[src/rtl/board_decoder_pkg.sv]
package board_decoder_pkg;

    // Destination of one byte cycle
    typedef enum logic [2:0] {
        TGT_NONE = 3'd0,   // unpopulated window, reads float high
        TGT_RAM  = 3'd1,
        TGT_PROM = 3'd2,
        TGT_ROM  = 3'd3,
        TGT_BP   = 3'd4
    } target_e;

    typedef enum logic [1:0] {
        SQ_IDLE  = 2'd0,
        SQ_BYTE0 = 2'd1,
        SQ_BYTE1 = 2'd2,
        SQ_DONE  = 2'd3
    } seq_state_e;

    typedef struct packed {
        seq_state_e  state;
        logic [15:0] addr;
        logic [15:0] wdata;
        logic        write;
        logic        word;
        logic [15:0] rdata;
    } seq_regs_t;

    localparam logic [3:0]  PAGE_RAM  = 4'hA;
    localparam logic [3:0]  PAGE_PROM = 4'hC;
    localparam logic [3:0]  PAGE_ROM  = 4'hE;
    localparam logic [3:0]  PAGE_TOP  = 4'hF;

    localparam logic [16:0] BASE_RAM  = 17'h0A000;
    localparam logic [16:0] BASE_PROM = 17'h0C000;
    localparam logic [16:0] BASE_ROM  = 17'h0E000;

    localparam logic [15:0] PROM_BASE_LO = 16'hC000;
    localparam logic [15:0] PROM_BASE_HI = 16'hF000;
    localparam logic [7:0]  FLOAT_BYTE   = 8'hFF;

endpackage

[src/rtl/addr_page_decode.sv]
module addr_page_decode
    import board_decoder_pkg::*;
#(
    parameter int RAM_AW  = 7,
    parameter int PROM_AW = 12,
    parameter int ROM_AW  = 11
) (
    input  logic [15:0]        addr,
    input  logic               write,
    input  logic               ram_en,
    input  logic               lo_prom_en,
    input  logic               mon_en,
    output target_e            tgt,
    output logic [RAM_AW-1:0]  ram_off,
    output logic [PROM_AW-1:0] prom_off,
    output logic [ROM_AW-1:0]  rom_off
);
    localparam logic [16:0] ROM_CAP  = 17'(1) << ROM_AW;
    localparam logic [16:0] MON_BASE = 17'h10000 - ROM_CAP;

    logic [3:0]  page;
    logic [16:0] addr_x;
    logic [16:0] ram_rel;
    logic [16:0] prom_rel;
    logic [16:0] rom_rel;
    logic [16:0] mon_rel;

    always_comb begin
        page     = addr[15:12];
        addr_x   = {1'b0, addr};
        ram_rel  = addr_x - BASE_RAM;
        prom_rel = addr_x - BASE_PROM;
        rom_rel  = addr_x - BASE_ROM;
        mon_rel  = addr_x - MON_BASE;

        ram_off  = ram_rel[RAM_AW-1:0];
        prom_off = prom_rel[PROM_AW-1:0];
        rom_off  = rom_rel[ROM_AW-1:0];
        tgt      = TGT_BP;

        if (write) begin
            // write path: only the scratch RAM is local
            if (page == PAGE_RAM && ram_en) begin
                tgt = TGT_RAM;
            end
        end else begin
            unique case (page)
                PAGE_RAM:  tgt = ram_en ? TGT_RAM : TGT_BP;
                PAGE_PROM: tgt = lo_prom_en ? TGT_PROM : TGT_NONE;
                PAGE_ROM:  tgt = TGT_ROM;
                PAGE_TOP: begin
                    if (mon_en) begin
                        tgt     = TGT_ROM;
                        rom_off = mon_rel[ROM_AW-1:0];
                    end
                end
                default:   tgt = TGT_BP;
            endcase
        end
    end

endmodule

[src/rtl/byte_port_mux.sv]
module byte_port_mux
    import board_decoder_pkg::*;
#(
    parameter int RAM_AW  = 7,
    parameter int PROM_AW = 12,
    parameter int ROM_AW  = 11
) (
    input  logic               active,
    input  logic               write,
    input  target_e            tgt,
    input  logic [15:0]        addr,
    input  logic [7:0]         wbyte,
    input  logic [RAM_AW-1:0]  ram_off,
    input  logic [PROM_AW-1:0] prom_off,
    input  logic [ROM_AW-1:0]  rom_off,
    output logic [7:0]         rbyte,

    output logic               ram_sel,
    output logic               ram_we,
    output logic [RAM_AW-1:0]  ram_addr,
    output logic [7:0]         ram_wdata,
    input  logic [7:0]         ram_rdata,
    output logic               prom_sel,
    output logic [PROM_AW-1:0] prom_addr,
    input  logic [7:0]         prom_rdata,
    output logic               rom_sel,
    output logic [ROM_AW-1:0]  rom_addr,
    input  logic [7:0]         rom_rdata,
    output logic               bp_sel,
    output logic               bp_we,
    output logic [15:0]        bp_addr,
    output logic [7:0]         bp_wdata,
    input  logic [7:0]         bp_rdata
);
    always_comb begin
        ram_sel   = active && (tgt == TGT_RAM);
        prom_sel  = active && (tgt == TGT_PROM);
        rom_sel   = active && (tgt == TGT_ROM);
        bp_sel    = active && (tgt == TGT_BP);
        ram_we    = ram_sel && write;
        bp_we     = bp_sel && write;

        ram_addr  = ram_off;
        prom_addr = prom_off;
        rom_addr  = rom_off;
        bp_addr   = addr;
        ram_wdata = wbyte;
        bp_wdata  = wbyte;

        unique case (tgt)
            TGT_RAM:  rbyte = ram_rdata;
            TGT_PROM: rbyte = prom_rdata;
            TGT_ROM:  rbyte = rom_rdata;
            TGT_BP:   rbyte = bp_rdata;
            default:  rbyte = FLOAT_BYTE;
        endcase
    end

endmodule

[src/rtl/word_sequencer.sv]
module word_sequencer
    import board_decoder_pkg::*;
(
    input  logic        clk,
    input  logic        rst_n,
    input  logic        req_valid,
    output logic        req_ready,
    input  logic        req_write,
    input  logic        req_word,
    input  logic [15:0] req_addr,
    input  logic [15:0] req_wdata,
    output logic        done,
    output logic [15:0] rdata,
    output logic        cyc_active,
    output logic        cyc_write,
    output logic [15:0] cyc_addr,
    output logic [7:0]  cyc_wbyte,
    input  logic [7:0]  cyc_rbyte
);
    seq_regs_t r_q, r_d;

    always_comb begin
        r_d        = r_q;
        req_ready  = 1'b0;
        done       = 1'b0;
        cyc_active = 1'b0;
        cyc_write  = r_q.write;
        cyc_addr   = r_q.addr;
        cyc_wbyte  = r_q.wdata[7:0];

        unique case (r_q.state)
            SQ_IDLE: begin
                req_ready = 1'b1;
                if (req_valid) begin
                    r_d.state = SQ_BYTE0;
                    r_d.addr  = req_addr;
                    r_d.wdata = req_wdata;
                    r_d.write = req_write;
                    r_d.word  = req_word;
                    r_d.rdata = 16'h0000;
                end
            end
            SQ_BYTE0: begin
                cyc_active = 1'b1;
                cyc_wbyte  = r_q.word ? r_q.wdata[15:8] : r_q.wdata[7:0];
                if (!r_q.write) begin
                    if (r_q.word) r_d.rdata[15:8] = cyc_rbyte;
                    else          r_d.rdata[7:0]  = cyc_rbyte;
                end
                r_d.state = r_q.word ? SQ_BYTE1 : SQ_DONE;
            end
            SQ_BYTE1: begin
                cyc_active = 1'b1;
                cyc_addr   = r_q.addr + 16'd1;
                cyc_wbyte  = r_q.wdata[7:0];
                if (!r_q.write) r_d.rdata[7:0] = cyc_rbyte;
                r_d.state = SQ_DONE;
            end
            default: begin
                done      = 1'b1;
                r_d.state = SQ_IDLE;
            end
        endcase
        rdata = r_q.rdata;
    end

    always_ff @(posedge clk) begin
        if (!rst_n) begin
            r_q <= '{state: SQ_IDLE, default: '0};
        end else begin
            r_q <= r_d;
        end
    end

endmodule

[src/rtl/cpu_board_decoder.sv]
module cpu_board_decoder
    import board_decoder_pkg::*;
#(
    parameter int RAM_AW  = 7,
    parameter int PROM_AW = 12,
    parameter int ROM_AW  = 11
) (
    input  logic               clk,
    input  logic               rst_n,
    input  logic               cfg_ram_en,
    input  logic               cfg_lo_prom_en,
    input  logic               cfg_hi_prom_en,
    input  logic               cfg_mon_en,
    input  logic               req_valid,
    output logic               req_ready,
    input  logic               req_write,
    input  logic               req_word,
    input  logic [15:0]        req_addr,
    input  logic [15:0]        req_wdata,
    output logic               done,
    output logic [15:0]        rdata,
    output logic [15:0]        prom_base,
    output logic               ram_sel,
    output logic               ram_we,
    output logic [RAM_AW-1:0]  ram_addr,
    output logic [7:0]         ram_wdata,
    input  logic [7:0]         ram_rdata,
    output logic               prom_sel,
    output logic [PROM_AW-1:0] prom_addr,
    input  logic [7:0]         prom_rdata,
    output logic               rom_sel,
    output logic [ROM_AW-1:0]  rom_addr,
    input  logic [7:0]         rom_rdata,
    output logic               bp_sel,
    output logic               bp_we,
    output logic [15:0]        bp_addr,
    output logic [7:0]         bp_wdata,
    input  logic [7:0]         bp_rdata
);
    logic               cyc_active;
    logic               cyc_write;
    logic [15:0]        cyc_addr;
    logic [7:0]         cyc_wbyte;
    logic [7:0]         cyc_rbyte;
    target_e            cyc_tgt;
    logic [RAM_AW-1:0]  cyc_ram_off;
    logic [PROM_AW-1:0] cyc_prom_off;
    logic [ROM_AW-1:0]  cyc_rom_off;

    word_sequencer i_seq (
        .clk        (clk),
        .rst_n      (rst_n),
        .req_valid  (req_valid),
        .req_ready  (req_ready),
        .req_write  (req_write),
        .req_word   (req_word),
        .req_addr   (req_addr),
        .req_wdata  (req_wdata),
        .done       (done),
        .rdata      (rdata),
        .cyc_active (cyc_active),
        .cyc_write  (cyc_write),
        .cyc_addr   (cyc_addr),
        .cyc_wbyte  (cyc_wbyte),
        .cyc_rbyte  (cyc_rbyte)
    );

    addr_page_decode #(
        .RAM_AW  (RAM_AW),
        .PROM_AW (PROM_AW),
        .ROM_AW  (ROM_AW)
    ) i_dec (
        .addr       (cyc_addr),
        .write      (cyc_write),
        .ram_en     (cfg_ram_en),
        .lo_prom_en (cfg_lo_prom_en),
        .mon_en     (cfg_mon_en),
        .tgt        (cyc_tgt),
        .ram_off    (cyc_ram_off),
        .prom_off   (cyc_prom_off),
        .rom_off    (cyc_rom_off)
    );

    byte_port_mux #(
        .RAM_AW  (RAM_AW),
        .PROM_AW (PROM_AW),
        .ROM_AW  (ROM_AW)
    ) i_mux (
        .active     (cyc_active),
        .write      (cyc_write),
        .tgt        (cyc_tgt),
        .addr       (cyc_addr),
        .wbyte      (cyc_wbyte),
        .ram_off    (cyc_ram_off),
        .prom_off   (cyc_prom_off),
        .rom_off    (cyc_rom_off),
        .rbyte      (cyc_rbyte),
        .ram_sel    (ram_sel),
        .ram_we     (ram_we),
        .ram_addr   (ram_addr),
        .ram_wdata  (ram_wdata),
        .ram_rdata  (ram_rdata),
        .prom_sel   (prom_sel),
        .prom_addr  (prom_addr),
        .prom_rdata (prom_rdata),
        .rom_sel    (rom_sel),
        .rom_addr   (rom_addr),
        .rom_rdata  (rom_rdata),
        .bp_sel     (bp_sel),
        .bp_we      (bp_we),
        .bp_addr    (bp_addr),
        .bp_wdata   (bp_wdata),
        .bp_rdata   (bp_rdata)
    );

    // EPROM bank placement, low window wins over high option
    always_comb begin
        if (cfg_lo_prom_en)      prom_base = PROM_BASE_LO;
        else if (cfg_hi_prom_en) prom_base = PROM_BASE_HI;
        else                     prom_base = 16'h0000;
    end

endmodule

[config.mk]
export PLATFORM = sky130hd
export DESIGN_NAME = cpu_board_decoder
export DESIGN_NICKNAME = d
export VERILOG_FILES = /design/src/rtl/board_decoder_pkg.sv /design/src/rtl/addr_page_decode.sv /design/src/rtl/byte_port_mux.sv /design/src/rtl/word_sequencer.sv /design/src/rtl/cpu_board_decoder.sv
export SDC_FILE = /design/constraint.sdc
export NUM_CORES = 1
export LEC_CHECK = 0
export ABC_AREA = 1
export BUFFER_PORTS_ARGS = -buffer_cell sky130_fd_sc_hd__buf_2
export CAP_MARGIN = 10
export CORE_MARGIN = 3
export CORE_UTILIZATION = 47
export CTS_CLUSTER_DIAMETER = 120
export DETAILED_ROUTE_END_ITERATION = 6
export GPL_TIMING_DRIVEN = 0
export MAX_ROUTING_LAYER = met4
export PLACE_DENSITY = 0.85
export SETUP_SLACK_MARGIN = 0.1
export SLEW_MARGIN = 20
export SYNTH_ARGS = -nofsm -noshare
export SYNTH_HDL_FRONTEND = slang
export SYNTH_SLANG_ARGS = --single-unit
[constraint.sdc]
create_clock -name clk -period 3.1 [get_ports clk]
set_input_delay 0 -clock clk [delete_from_list [all_inputs] [get_ports clk]]
set_output_delay 0 -clock clk [all_outputs]
set_load 0.05 [all_outputs]
# Word-level counts from Yosys, hierarchy flattened
# Index checks and enable logic that the tools add are counted.
# W data, S select, Z words.
# classes
add_sub_neg	5
eq_ne	15
muxes	27
n_reduce_logical	15
# ops
op	n
$mux W16	4
$mux W52	1
$mux W8	5
$mux W11	3
$pmux W8 S4	1
$pmux W8 S3	1
$sub A11 B1 Y11 const B	2
$add A16 B1 Y16 const B	1
$eq A4 B4 Y1 const B	4
$pmux W8 S2	1
$mux W3	4
$pmux W3 S4	1
$sub A12 B1 Y12 const B	1
$ne A2 B2 Y1 const B	4
$logic_and A1 B1 Y1	7
$sub A7 B1 Y7 const B	1
$eq A3 B2 Y1 const B	2
$pmux W2 S3	1
$reduce_and A5 Y1	1
$mux W1	4
$reduce_and A4 Y1	1
$eq A3 B1 Y1 const B	1
$eq A3 B3 Y1 const B	1
$reduce_bool A3 Y1	1
9 further kinds	9
# totals
register_bits	52
inputBits	73

# Logic depth before layout (Yosys ltp)
# Gate-level depths: netlist of the first run.
# logic_depth
ltp_word	11
ltp_mapped	21
depth_no_buf	20

# By module
# From an unflattened synthesis of the first run, not the netlist that was laid out.
# hier_totals
hier_cells	635
area_unflattened_um2	4117.7
# by_module_without_submodules
mod	instances	cells_each	area_each_um2
word_sequencer	1	393	2657.5
byte_port_mux	1	166	984.7
addr_page_decode	1	57	351.6
cpu_board_decoder	1	19	123.9

# Worst setup path after synthesis of the first run
# No wires, ideal clock.
# synth_timing
kind	flip-flop to output port
from	reg i_seq.r_q[50] (netlist name)
to	out bp_we
t_arrival_ns	3.104
path_slack_ns	-0.004
path_stages_with_launch	18
path_buffers	1
cell_sequence	dfxtp_1 -> inv_1 -> ha_1 -> buf_4 -> nand2_4 -> nor2_4 -> nand2_4 -> nor2_2 -> nand2_1 -> nand2_2 -> nand2_2 -> inv_4 -> nand3_1 -> nand2_1 -> nand2_2 -> a21oi_1 -> nand2_1 -> inv_1
# synth_between
elab_chain_len	9
# synth_rtl
element	line_no	rtl
start, declared	word_sequencer.sv:20	seq_regs_t r_q, r_d;
start signal, assigned	word_sequencer.sv:71	r_q <= r_d;
$eq A2 B2 Y1 *	word_sequencer.sv:31	unique case (r_q.state)
$mux W16 *	word_sequencer.sv:31	
named net bp_addr[15]	cpu_board_decoder.sv:36	output logic [15:0] bp_addr,
parallel branches: the longest is 3 deep, another holds $eq A4 B4 Y1	-	
$mux W3 *	addr_page_decode.sv:41	if (write) begin
$eq A3 B3 Y1 *	byte_port_mux.sv:39	bp_sel = active && (tgt == TGT_BP);
$logic_and A1 B1 Y1 *	byte_port_mux.sv:39	
named net bp_sel	cpu_board_decoder.sv:34	output logic bp_sel,
$logic_and A1 B1 Y1 *	byte_port_mux.sv:41	bp_we = bp_sel && write;
end, declared	cpu_board_decoder.sv:35	output logic bp_we,
# Mark *: on every way through the listed nets, which the timed path passes.

# Worst setup path in the final report of the first run
# layout_timing
from	reg i_seq.r_q[50] (netlist name)
to	out rom_sel
# layout_between
elab_chain_len	8
# layout_rtl
element	line_no	rtl
parallel branches: the longest is 7 deep, another holds $mux W16	-	
$logic_and A1 B1 Y1 *	byte_port_mux.sv:38	rom_sel = active && (tgt == TGT_ROM);
end, declared	cpu_board_decoder.sv:31	output logic rom_sel,
# Every way passes the cells marked *.

==> metrics.md, run 1 <==
| Metric | Value |
|---|---|
| Outcome | finished with violations |
| Failing checks | negative hold slack |
| Antenna violations before repair | 0 |
| Min-delay src | req_wdata[2] |
| WHS Endpoint | i_seq.r_q[20] |
| Skew-Pair Late Insertion Delay | 0.30 ns |
| Final Hold Violating Endpoints | 1 |
| # resized after CTS | 0 |
| PwrDens | 879 nW/um^2 |
| PortBufs | 161 |
| WHS | -0.00723 ns |
| Minimum clock period | roughly 2.7 ns |
| Antenna diode count | 0 |
| Cell count of the worst hold path | 3 |
| Worst setup SP type | flip-flop |
| Final Skew | between 0.009 and 0.01 ns |
| FMAX | 372 MHz |
| Netlist cell types | 37 |
| Sw Ratio | 56.2% |
| Number of buffers created by CTS | 5 |
| DRT antenna net count | 0 |
| Rows | 31 |
| Core Area | about 7400 sq um |
| Drt drc | 0 |
| Worst path arrival time | 2.69 ns |
| Crit Path Max Fanout | 9 |
| H-tree depth | 2 |
| Setup violators final | 0 |
| Detailed Route WL | 10.1 mm |
| Sw Pwr | 2500 uW |
| Setup ws final | 0.412 ns |
| TritonCTS clock tree | done |
| Reg2reg path depth | 17 |
| Vias in the first global route | 3740 |
| Nets | 813 |
| Gate power share | around two thirds |
| Layout cell share with drive strength beyond 1 | 43.4% |
| Synth area leaders | dfxtp_1 (28%), buf_4 (14%), nor2_1 (9.3%), nand2_1 (7.7%), inv_1 (5.2%) |
| Area leader, netlist | dfxtp_1 |
| Via density | 4.64 |
| Worst-path clk slew | around 0.090 ns |
| Met3 Routed Length | about 460 um |
| Clock root cell | clkbuf_8 |
| DIE AREA | 9020 sq um |
| Post-detail-place hpwl | between 8 and 9 mm |
| Area growth, synth to finish | 36.2% |
| Pre-CTS setup slack | 0.479 ns |
| Pre-antenna DRT Iters | 4 |
| Starting Density | 49.9% |
| Metal1 wirelength | 4.28 mm |
| Die width | 95.0 um |
| CP endpoint kind | output port |
| Die Ht | 95.0 um |
| WS Path Type | flip-flop to output port |
| Vias post-DR | 3866 |
| Highest routed layer | met4 |
| Share of the synthesized area in the top cell type | 28.0% |
| FF-to-FF setup slack | 0.48 ns |
| First-pass GRT wire length | 16.2 mm |
| Clk sinks | 52 |
| P_int | 1950 uW |
| Required @ worst endpoint | 3.10 ns |
| GP Congestion | 0.898 |
| Fin crit share | just under 90% |
| Slew headroom | about 54% |
| Total grt overflow | 0 |
| IO Count | approximately 180 |
| DR WL/cell | 12.1 um |
| Maximum VDD drop | roughly 0.56 mV |
| Worst r2r src | i_seq.r_q[50] |
| Hold crit path type | primary input to flip-flop |
| YS warnings | 0 |
| Leak | around 0.0028 uW |
| Setup TNS | 0 ns |
| Slew Viols, Final | 0 |
| Power share of the sequential group | roughly 22% |
| Clock buffer depth | 2 |
| Max Cap Viol | 0 |
| Clock power frac | 10.2% |
| Largest net degree at the start of global routing | 17 |
| Synth Instances | 529 |
| Seq/Total Area, Yosys | 28.0% |
| Unrepaired setup endpoints after global routing | no |
| Worst Tran Pin Value | 0.684 ns |
| Flops & latches, synth | 52 |
| Syn avg cell area | 7.03 sq um |
| RR Endpoint | i_seq.rdata[1] |
| Met2 WL post-DR | 5.15 mm |
| Initial DRC count | 140 |
| Synthesized area | 3720 sq um |
| Fillcell total | 671 |
| GRT Overall Usage | approximately 23% |
[cell usage after synthesis, drive strengths merged]
| master | instances |
|---|---|
| a21oi | 34 |
| nor2 | 112 |
| clkinv | 2 |
| mux2 | 8 |
| inv | 54 |
| nand3 | 21 |
| a211oi | 1 |
| ha | 6 |
| buf | 73 |
| nand3b | 1 |
| conb | 1 |
| o21bai | 1 |
| o21ai | 41 |
| nor3 | 1 |
| xor2 | 6 |
| dfxtp | 52 |
| or2 | 1 |
| xnor2 | 3 |
| nand2 | 96 |
| nand4 | 5 |
| clkbuf | 9 |
| a21boi | 1 |
[worst max-delay path, cell delays in order, from the launching register on]
cell,delay [ns]
dfxtp_1,0.35
inv_1,0.11
ha_1,0.15
buf_4,0.16
nand2_4,0.06
nor2_4,0.21
nand2_4,0.12
nor2_2,0.15
nand3_1,0.10
nand2_2,0.12
nand2_1,0.07
clkinv_1,0.08
nand2_4,0.07
a21oi_2,0.13
nand2_2,0.14
nor2_1,0.11
buf_2,0.27
[stage by stage]
stage	area [sq um]	power (uW)	util, %	cells
2_1_floorplan	3760	3390	-	540
3_3_place_gp	4690	3930	63.0	800
3_5_place_dp	4690	3990	63.0	800
4_1_cts	5060	4460	68.0	834
5_1_grt	5060	4730	68.0	834
6_report	5060	4450	68.0	834
[cell usage in the layout, fill, tap and decap left out, types with 12 or more instances in the layout]
cell type      netlist  final
a21oi_1             22     21
a21oi_2             12     13
buf_2                0    161
buf_4               70     70
conb_1               1     12
dfxtp_1             52     52
dlygate4sd3_1        0     26
inv_1               52     52
nand2_1             76     76
nand2_2             14     14
nor2_1              92     92
nor2_2              14     14
o21ai_0             37     37
[final cells by class]
class                      instances  area [sq um]  share of cell area, %
buffer                            82           586                   11.6
sequential                        52          1040                   20.6
timing repair buffer             187          1070                   21.0
inverter                          56           213                   4.20
clock inverter                     3          42.5                  0.840
multi-input combinational        350          1920                   38.0
tap                               99           124                   2.45
clock buffer                       5          68.8                   1.36
[what timing repair did]
action | CTS | global route
hold endpoints to repair | 26 | 0
setup buffers | 0 | 0
endpoints found under the setup margin | 0 | 0
hold buffers | 26 | 0
[registers in the layout, summed over array words and instances (netlist names)]
name,cells
i_seq.cyc_write,1
i_seq.r_q,35
i_seq.rdata,16
[per-layer routing]
metal	global-route usage (%)	up-vias
li1	-	1978
met2	40.7	115
met5	-	-
met4	7.21	0
met1	26.9	1757
met3	2.39	16
[logic make-up (layout without fill, tap and decap cells)]
kind of cell / after synthesis / after routing / share of synthesized area, %
and+or+nand+nor: 237 / 237 / 31.7
buffers and inverters: 138 / 333 / 21.5
AOI/OAI and AO/OA: 78 / 78 / 12.2
DFF: 52 / 52 / 28.0
xor gates and xnor gates: 9 / 9 / 2.12
muxes: 8 / 8 / 2.42
adders and majority gates: 6 / 6 / 2.02
other: 1 / 12 / 0.101
[power by group through the flow]
| stage | logic, uW | clock network (uW) | registers (uW) |
|---|---|---|---|
| after floorplan | 2430 | 0 | 968 |
| after global placement | 2930 | 0 | 998 |
| after detailed placement | 2980 | 0 | 1010 |
| after CTS | 3010 | 460 | 992 |
| after global routing | 3220 | 491 | 1020 |
| final | 3000 | 456 | 996 |
[worst max-delay path by stage]
stage | cells past startpoint | start | end | slack, ns
finish | 16 | i_seq.r_q[50] | rom_sel | 0.41
global route | 16 | i_seq.r_q[50] | bp_we | 0.12
CTS | 18 | i_seq.r_q[50] | bp_we | 0.42
detailed placement | 17 | i_seq.r_q[50] | i_seq.rdata[1] | 0.48
global placement | 17 | i_seq.r_q[50] | i_seq.rdata[12] | 0.56
floorplan | 12 | i_seq.r_q[50] | ram_we | 0.30
Note: power is estimated with default switching activity, not from simulation.
==> run 2, diff against run 1 <==
--- a/config.mk
+++ b/config.mk
@@ -14,9 +14,10 @@
 export DETAILED_ROUTE_END_ITERATION = 6
 export GPL_TIMING_DRIVEN = 0
 export MAX_ROUTING_LAYER = met4
-export PLACE_DENSITY = 0.85
+export PLACE_DENSITY = 0.83
 export SETUP_SLACK_MARGIN = 0.1
 export SLEW_MARGIN = 20
 export SYNTH_ARGS = -nofsm -noshare
 export SYNTH_HDL_FRONTEND = slang
+export SYNTH_HIERARCHICAL = 1
 export SYNTH_SLANG_ARGS = --single-unit
==> run 2 against run 1 <==
Against the previous run: the run now ends clean; combinational power up 38%; wire length rose by 17%; register-to-register slack worse by 0.33 ns; critical endpoint is now ram_we; utilization increased by 2.5 points; highest routed layer unchanged; clock skew about the same; total power rose by 28%.
==> metrics.md, run 2 <==
| Metric | Value |
|---|---|
| Initial DRC count | 193 (+38%) |
| Commonest non-fill, non-tap cells in the layout | buf_2 (158), buf_4 (138), nand2_1 (131) |
| RR Endpoint | i_seq/rdata[5] |
| GP Congestion | 0.884 (-1.5%) |
| Synth area leaders | dfxtp_1 (25%), buf_4 (23%), nand2_1 (13%), nor2_1 (11%), o21ai_0 (4.4%) |
| DRT antenna net count | 0 (unchanged) |
| Outcome | finished, final reports clean |
| Area growth, synth to finish | 43.5% |
| IO Count | 175 (unchanged) |
| Die Ht | 99.6 um (+4.9%) |
| Leak | 0.00328 uW (+19%) |
| PortBufs | 162 (+0.62%) |
| Nets | 943 (+16%) |
| Die width | 99.6 um (+4.9%) |
| Commonest cells in the netlist | nand2_1 (146), buf_4 (124), nor2_1 (123), dfxtp_1 (52), inv_1 (41) |
| FF-to-FF setup slack | 0.15 ns (-0.33 ns) |
| Synth Instances | 635 (+20%) |
| Most used flip-flop cell after synthesis | dfxtp_1 |
| Commonest non-fill, non-tap cell in the layout | buf_2 |
| Final Hold Violating Endpoints | 0 (-1) |
| Total grt overflow | 0 (unchanged) |
| Total power | 5690 uW (+28%) |
| Clock root cell | clkbuf_8 |
| Worst setup SP type | flip-flop |
| Layout cell share with drive strength beyond 1 | 44.0% (+0.58 points) |
| GRT Overall Usage | 23.5% (+0.66 points) |
| Fin crit share | 95.8% (+9.1 points) |
| Seq/Total Area, Yosys | 25.3% (-2.7 points) |
| YS warnings | 6 (+6) |
| First-pass GRT wire length | 18.8 mm (+16%) |
| Cell count of the worst hold path | 3 (unchanged) |
| Unrepaired setup endpoints after global routing | yes |
| CP endpoint kind | output port |
| Area leader, netlist | dfxtp_1 |
| Flops & latches, synth | 52 (unchanged) |
| Drt drc | 0 (unchanged) |
| Pre-antenna DRT Iters | 5 (+1) |
| FMAX | 337 MHz (-9.5%) |
| Rows | 33 (+6.5%) |
| Critical Path Start | i_seq/r_q[50] |
| Vias post-DR | 4608 (+19%) |
| WHS Endpoint | i_seq/r_q[46] |
| DR WL/cell | 12.2 um (+0.67%) |
| Netlist cell types | 32 (-14%) |
| Synthesized area | 4120 sq um (+11%) |
| Slew Viols, Final | 0 (unchanged) |
| Vias in the first global route | 4252 (+14%) |
| Detailed Route WL | 11.8 mm (+17%) |
| Core Area | 8380 sq um (+13%) |
| Number of flops mapped to enable cells by yosys | 0 (unchanged) |
| Worst path arrival time | 2.97 ns (+0.28 ns) |
| Number of buffers created by CTS | 5 (unchanged) |
| Post-detail-place hpwl | 8.76 mm (+7.5%) |
| H-tree depth | 2 (unchanged) |
| Clock buffer depth | 2 (unchanged) |
| Top-count cell post-synth | nand2_1 |
| TritonCTS clock tree | done |
| Min-delay src | rst_n |
| Minimum clock period | 2.97 ns (+0.282 ns) |
| Crit Path Max Fanout | 6 (-3) |
| Final Skew | 0.00972 ns (-0.000272 ns) |
| Largest net degree at the start of global routing | 16 (-1) |
| WS Path Type | flip-flop to output port |
| Skew-Pair Late Insertion Delay | 0.30 ns (about the same) |
| Antenna violations before repair | 1 (+1) |
| Starting Density | 49.1% (-0.81 points) |
| Synth async-reset ratio | 0% (unchanged) |
| Setup violators final | 0 (unchanged) |
| Required @ worst endpoint | 3.10 ns (about the same) |
| Hold crit path type | primary input to flip-flop |
| Maximum VDD drop | 0.558 mV (+0.39%) |
| Syn avg cell area | 6.48 sq um (-7.8%) |
| Max Cap Viol | 0 (unchanged) |
| WHS | 0.00598 ns (+0.0132 ns) |
| Worst-path clk slew | 0.09 ns (about the same) |
| Via density | 4.75 (+2.5%) |
| PwrDens | 964 nW/um^2 (+9.6%) |
| Largest register FFs | 35 (unchanged) |
| Worst r2r src | i_seq/r_q[50] |
| Share of the synthesized area in the top cell type | 25.3% (-2.7 points) |
| Reg2reg path depth | 28 (+11) |
| Reg with most FFs | i_seq/r_q |
| Clk sinks | 52 (unchanged) |
| DIE AREA | 9920 sq um (+10%) |
[run 2: cell count changes in the layout (fill, tap and decap cells not counted), moves of 13 or more]
cell and delta:
a21oi_1 -16, a21oi_2 -13, buf_4 +68, inv_1 -17, nand2_1 +55, nand4_1 +15
nor2_1 +24
[run 2: where the power goes]
part | switching [uW] | total, uW | internal [uW]
logic | 2700 | 4140 | 1450
clock network | 210 | 450 | 240
registers | 194 | 1100 | 906
total | 3100 | 5690 | 2590
[run 2: kinds of logic (layout without fill, tap and decap cells)]
logic type,after synthesis,in the layout,share of synthesized area (%)
AO/OA/AOI/OAI,48,48,5.89
XOR/XNOR,10,10,2.13
adder cells (fa/ha/maj),7,7,2.13
buffers and inverters,189,407,30.1
flip-flops,52,52,25.3
other,1,13,0.0911
AND/OR/NAND/NOR,328,328,34.4
[run 2: critical path, cell delays in order (launching register included)]
cell and delay, ns:
dfxtp_4 0.36, inv_4 0.06, ha_4 0.13, buf_6 0.12, nand3_4 0.09, nor2_4 0.12, nand2_2 0.10, nor2_4 0.15
nand3b_1 0.14, nand2_4 0.13, inv_2 0.06, nor2_4 0.11, nand2_1 0.08, nand2_1 0.06, nand2_1 0.04, nor2_1 0.10
nor2_1 0.06, inv_1 0.09, buf_6 0.14, buf_6 0.11, nand3_4 0.09, nor3_2 0.14, buf_6 0.18
[run 2: area by class of cell]
cell class	count	area, sq um
diodes	1	2.50
clock buffers	6	72.6
plain buffers	145	1080
repair buffers	210	1300
fillers	692	2470
multi-input cells	405	2070
well taps	105	131
flip-flops and latches	52	1050
clock inverters	2	35.0
inverters	44	174
[run 2: timing repair]
| action | in CTS | in global routing |
|---|---|---|
| gates cloned | 0 | 1 |
| endpoints found under the setup margin | 22 | 22 |
| buffers inserted | 9 | 7 |
| pin swaps | 10 | 29 |
| endpoints found under the hold margin | 31 | 0 |
| resized for setup | 29 | 45 |
| hold buffers | 31 | 0 |
[run 2: layer usage]
metal / part of all wire, % / vias up / routed length (um) / track usage [%]
met3: 7.4 / 34 / 874 / 2.59
li1: - / 2290 / - / -
met1: 39 / 2052 / 4570 / 26.8
met5: 0 / - / 0 / -
met2: 51 / 232 / 6010 / 42.0
met4: 3.1 / 0 / 365 / 9.35
[run 2: how the worst max path moves through the flow]
stage                                 to  slack [ns]  cells after the start
after global routing      i_seq/rdata[4]       -0.14                     27
final                             ram_we        0.13                     22
after floorplan                  ram_sel        0.19                     16
after detailed placement  i_seq/rdata[4]       -0.27                     22
after global placement    i_seq/rdata[4]       -0.20                     22
after CTS                 i_seq/rdata[5]        0.10                     26
[run 2: per-stage QoR]
stage | setup slack, ns | utilization (%) | cell area [sq um] | TNS, ns | instances
after floorplan | 0.185 | - | 4180 | 0 | 646
after global placement | -0.198 | 61.1 | 5120 | -1.98 | 913
after detailed placement | -0.273 | 61.1 | 5120 | -3.48 | 913
after CTS | 0.104 | 68.0 | 5700 | 0 | 961
after global routing | -0.144 | 70.5 | 5910 | -1.92 | 970
final | 0.130 | 70.5 | 5910 | 0 | 970
==> run 3, diff against run 2 <==
==> constraint.sdc (replaced) <==
create_clock -name clk -period 3.82 [get_ports clk]
set_input_delay 0 -clock clk [delete_from_list [all_inputs] [get_ports clk]]
set_output_delay 0 -clock clk [all_outputs]
set_load 0.05 [all_outputs]
==> run 3 against run 2 <==
Against the previous run: setup slack improved by 0.32 ns; clock skew increased by 0.00077 ns; register-to-register slack improved by 0.30 ns; die area unchanged; sequential share of layout area increased by 1.0 points; critical path type is now flip-flop to flip-flop; critical endpoint is now i_seq/rdata[0]; highest routed layer unchanged.
==> metrics.md, run 3 (synthesis results as in run 2) <==
| Metric | Value |
|---|---|
| Reg with most FFs | i_seq/r_q |
| Post-CTS setup buffers | 0 (-9) |
| Area growth, synth to finish | 34.4% |
| Antenna diode count | 0 (-1) |
| Total power | 4380 uW (-23%) |
| Finished Core Util | 66.0% (-4.5 points) |
| Drt drc | 0 (unchanged) |
| Largest register FFs | 35 (unchanged) |
| Commonest non-fill, non-tap cell in the layout | buf_2 |
| Rows | 33 (unchanged) |
| Clock root cell | clkbuf_8 |
| WS Path Type | flip-flop to flip-flop |
| Crit Path Max Fanout | 10 (+4) |
| GRT Overall Usage | 21.8% (-1.7 points) |
| Outcome | finished, final reports clean |
| Worst setup SP type | flip-flop |
| Post-detail-place hpwl | 8.48 mm (-3.2%) |
| DIE AREA | 9920 sq um (unchanged) |
| First-pass GRT wire length | 17.5 mm (-6.7%) |
| Fillcell total | 748 (+8.1%) |
| Worst-path clk slew | 0.09 ns (about the same) |
| Hold crit path type | primary input to flip-flop |
| IO Count | 175 (unchanged) |
| Die Ht | 99.6 um (unchanged) |
| Final Skew | 0.0105 ns (+0.000770 ns) |
| Unrepaired setup endpoints after global routing | no |
| Core Area | 8380 sq um (unchanged) |
| PwrDens | 791 nW/um^2 (-18%) |
| DRT antenna net count | 0 (unchanged) |
| Initial DRC count | 121 (-37%) |
| Maximum VDD drop | 0.341 mV (-39%) |
| Gate power share | 72.8% (about the same) |
| Total grt overflow | 0 (unchanged) |
| Fin crit share | 88.2% |
| Max Cap Viol | 0 (unchanged) |
| Pre-antenna DRT Iters | 4 (-1) |
| Number of buffers created by CTS | 5 (unchanged) |
| Setup TNS | 0 ns (unchanged) |
| Skew-Pair Late Insertion Delay | 0.30 ns (about the same) |
| Power share of the sequential group | 20.0% (+0.7 points) |
| Antenna violations before repair | 0 (-1) |
| Vias post-DR | 4382 (-4.9%) |
| Nets | 927 (-1.7%) |
| Layout cell share with drive strength beyond 1 | 37.6% (-6.4 points) |
| H-tree depth | 2 (unchanged) |
| TritonCTS clock tree | done |
| Leak | 0.00315 uW (-4.2%) |
| Minimum clock period | 3.37 ns |
| Via density | 4.60 (-3.2%) |
| DR WL/cell | 11.2 um (-8.2%) |
| Setup violators final | 0 (unchanged) |
| Sw Ratio | 55.1% (+0.69 points) |
| Vias in the first global route | 4018 (-5.5%) |
| Required @ worst endpoint | 4.02 ns (+0.92 ns) |
| FMAX | 297 MHz |
| Detailed Route WL | 10.7 mm (-9.8%) |
| GP Congestion | 0.872 (-1.4%) |
| Clock power frac | 7.2% (-0.7 points) |
| Clock buffer depth | 2 (unchanged) |
| Final Hold Violating Endpoints | 0 (unchanged) |
| Slew Viols, Final | 0 (unchanged) |
| P_int | 1960 uW (-24%) |
| Commonest non-fill, non-tap cells in the layout | buf_2 (164), nand2_1 (146), buf_4 (124) |
| PortBufs | 162 (unchanged) |
| Clk sinks | 52 (unchanged) |
| Starting Density | 49.1% (unchanged) |
| CP endpoint kind | flip-flop |
| Sw Pwr | 2410 uW (-22%) |
| Largest net degree at the start of global routing | 16 (unchanged) |
| Worst path arrival time | 3.57 ns (+0.60 ns) |
| Die width | 99.6 um (unchanged) |
-- run 3: changes by cell type in the layout (fill, tap and decap cells not counted), sizes merged --
cell | previous run | this run
bufinv | 1 | 0
clkbuf | 16 | 17
clkinv | 2 | 1
dlygate4sd3 | 31 | 32
clkinvlp | 0 | 1
buf | 314 | 297
diode | 1 | 0
-- run 3: path summary, 6_finish.rpt --
path,from,endpoint,slack (ns),cells past startpoint
hold reg to reg,i_seq/r_q[49],i_seq/r_q[49],0.48,2
setup / recovery,i_seq/r_q[50],i_seq/rdata[0],0.45,25
hold / removal,rst_n,i_seq/r_q[46],0.005,3
setup reg to reg,i_seq/r_q[50],i_seq/rdata[0],0.45,25
-- run 3: routing by layer --
layer | wire length [um] | global-route usage, % | vias to the layer above
met5 | 0 | - | -
met4 | 287 | 7.04 | 0
met3 | 678 | 2.73 | 28
met2 | 5200 | 38.6 | 178
met1 | 4500 | 25.5 | 1915
li1 | - | - | 2261
-- run 3: repair_timing --
action                     CTS  global route
hold endpoints to repair    30             2
resized for setup            0             4
setup endpoints to repair    0            20
hold buffers                30             2
-- run 3: worst max-delay path, cell delays in order (launching register included) --
cell and delay (ns):
dfxtp_1 0.39, inv_1 0.11, ha_1 0.19, buf_4 0.18
nand3_1 0.11, nor2_1 0.14, nand2_1 0.13, nor2_4 0.15
nand3b_1 0.10, nand2_1 0.23, inv_2 0.09, nor2_4 0.11
nand3_1 0.07, nand2_1 0.07, nor2_1 0.04, nor2_1 0.13
buf_2 0.23, nand2_1 0.07, nor2_1 0.17, nor2_4 0.07
nor2_1 0.11, nand2_1 0.10, nand2_1 0.08, nand2_1 0.06
nand2_1 0.07, nor2_1 0.04
-- run 3: layout make-up --
class                   instances  area, sq um  share of cell area (%)
plain buffers                 145         1070                    19.3
multi-input cells             405         1900                    34.3
clock buffers                   7         86.3                    1.56
inverters                      44          170                    3.08
repair buffers                194         1130                    20.4
well taps                     105          131                    2.37
flip-flops and latches         52         1040                    18.8
clock inverters                 1         7.51                   0.136
-- run 3: per-stage QoR --
step                std cells  cell area [sq um]  hold slack, ns  setup slack (ns)
global placement          913               5100           0.250             0.544
global route              953               5530         0.00995             0.101
finish                    953               5530         0.00471             0.450
detailed placement        913               5100           0.256             0.460
floorplan                 646               4160           0.138             0.516
CTS                       951               5500         0.00241             0.361
-- run 3: power by group through the flow --
stage	Sequential, uW	Clock (uW)	Combinational, uW
after floorplan	843	0	2630
after global placement	874	0	3100
after detailed placement	885	0	3150
after CTS	872	323	3180
after global routing	900	353	3440
final	874	316	3190
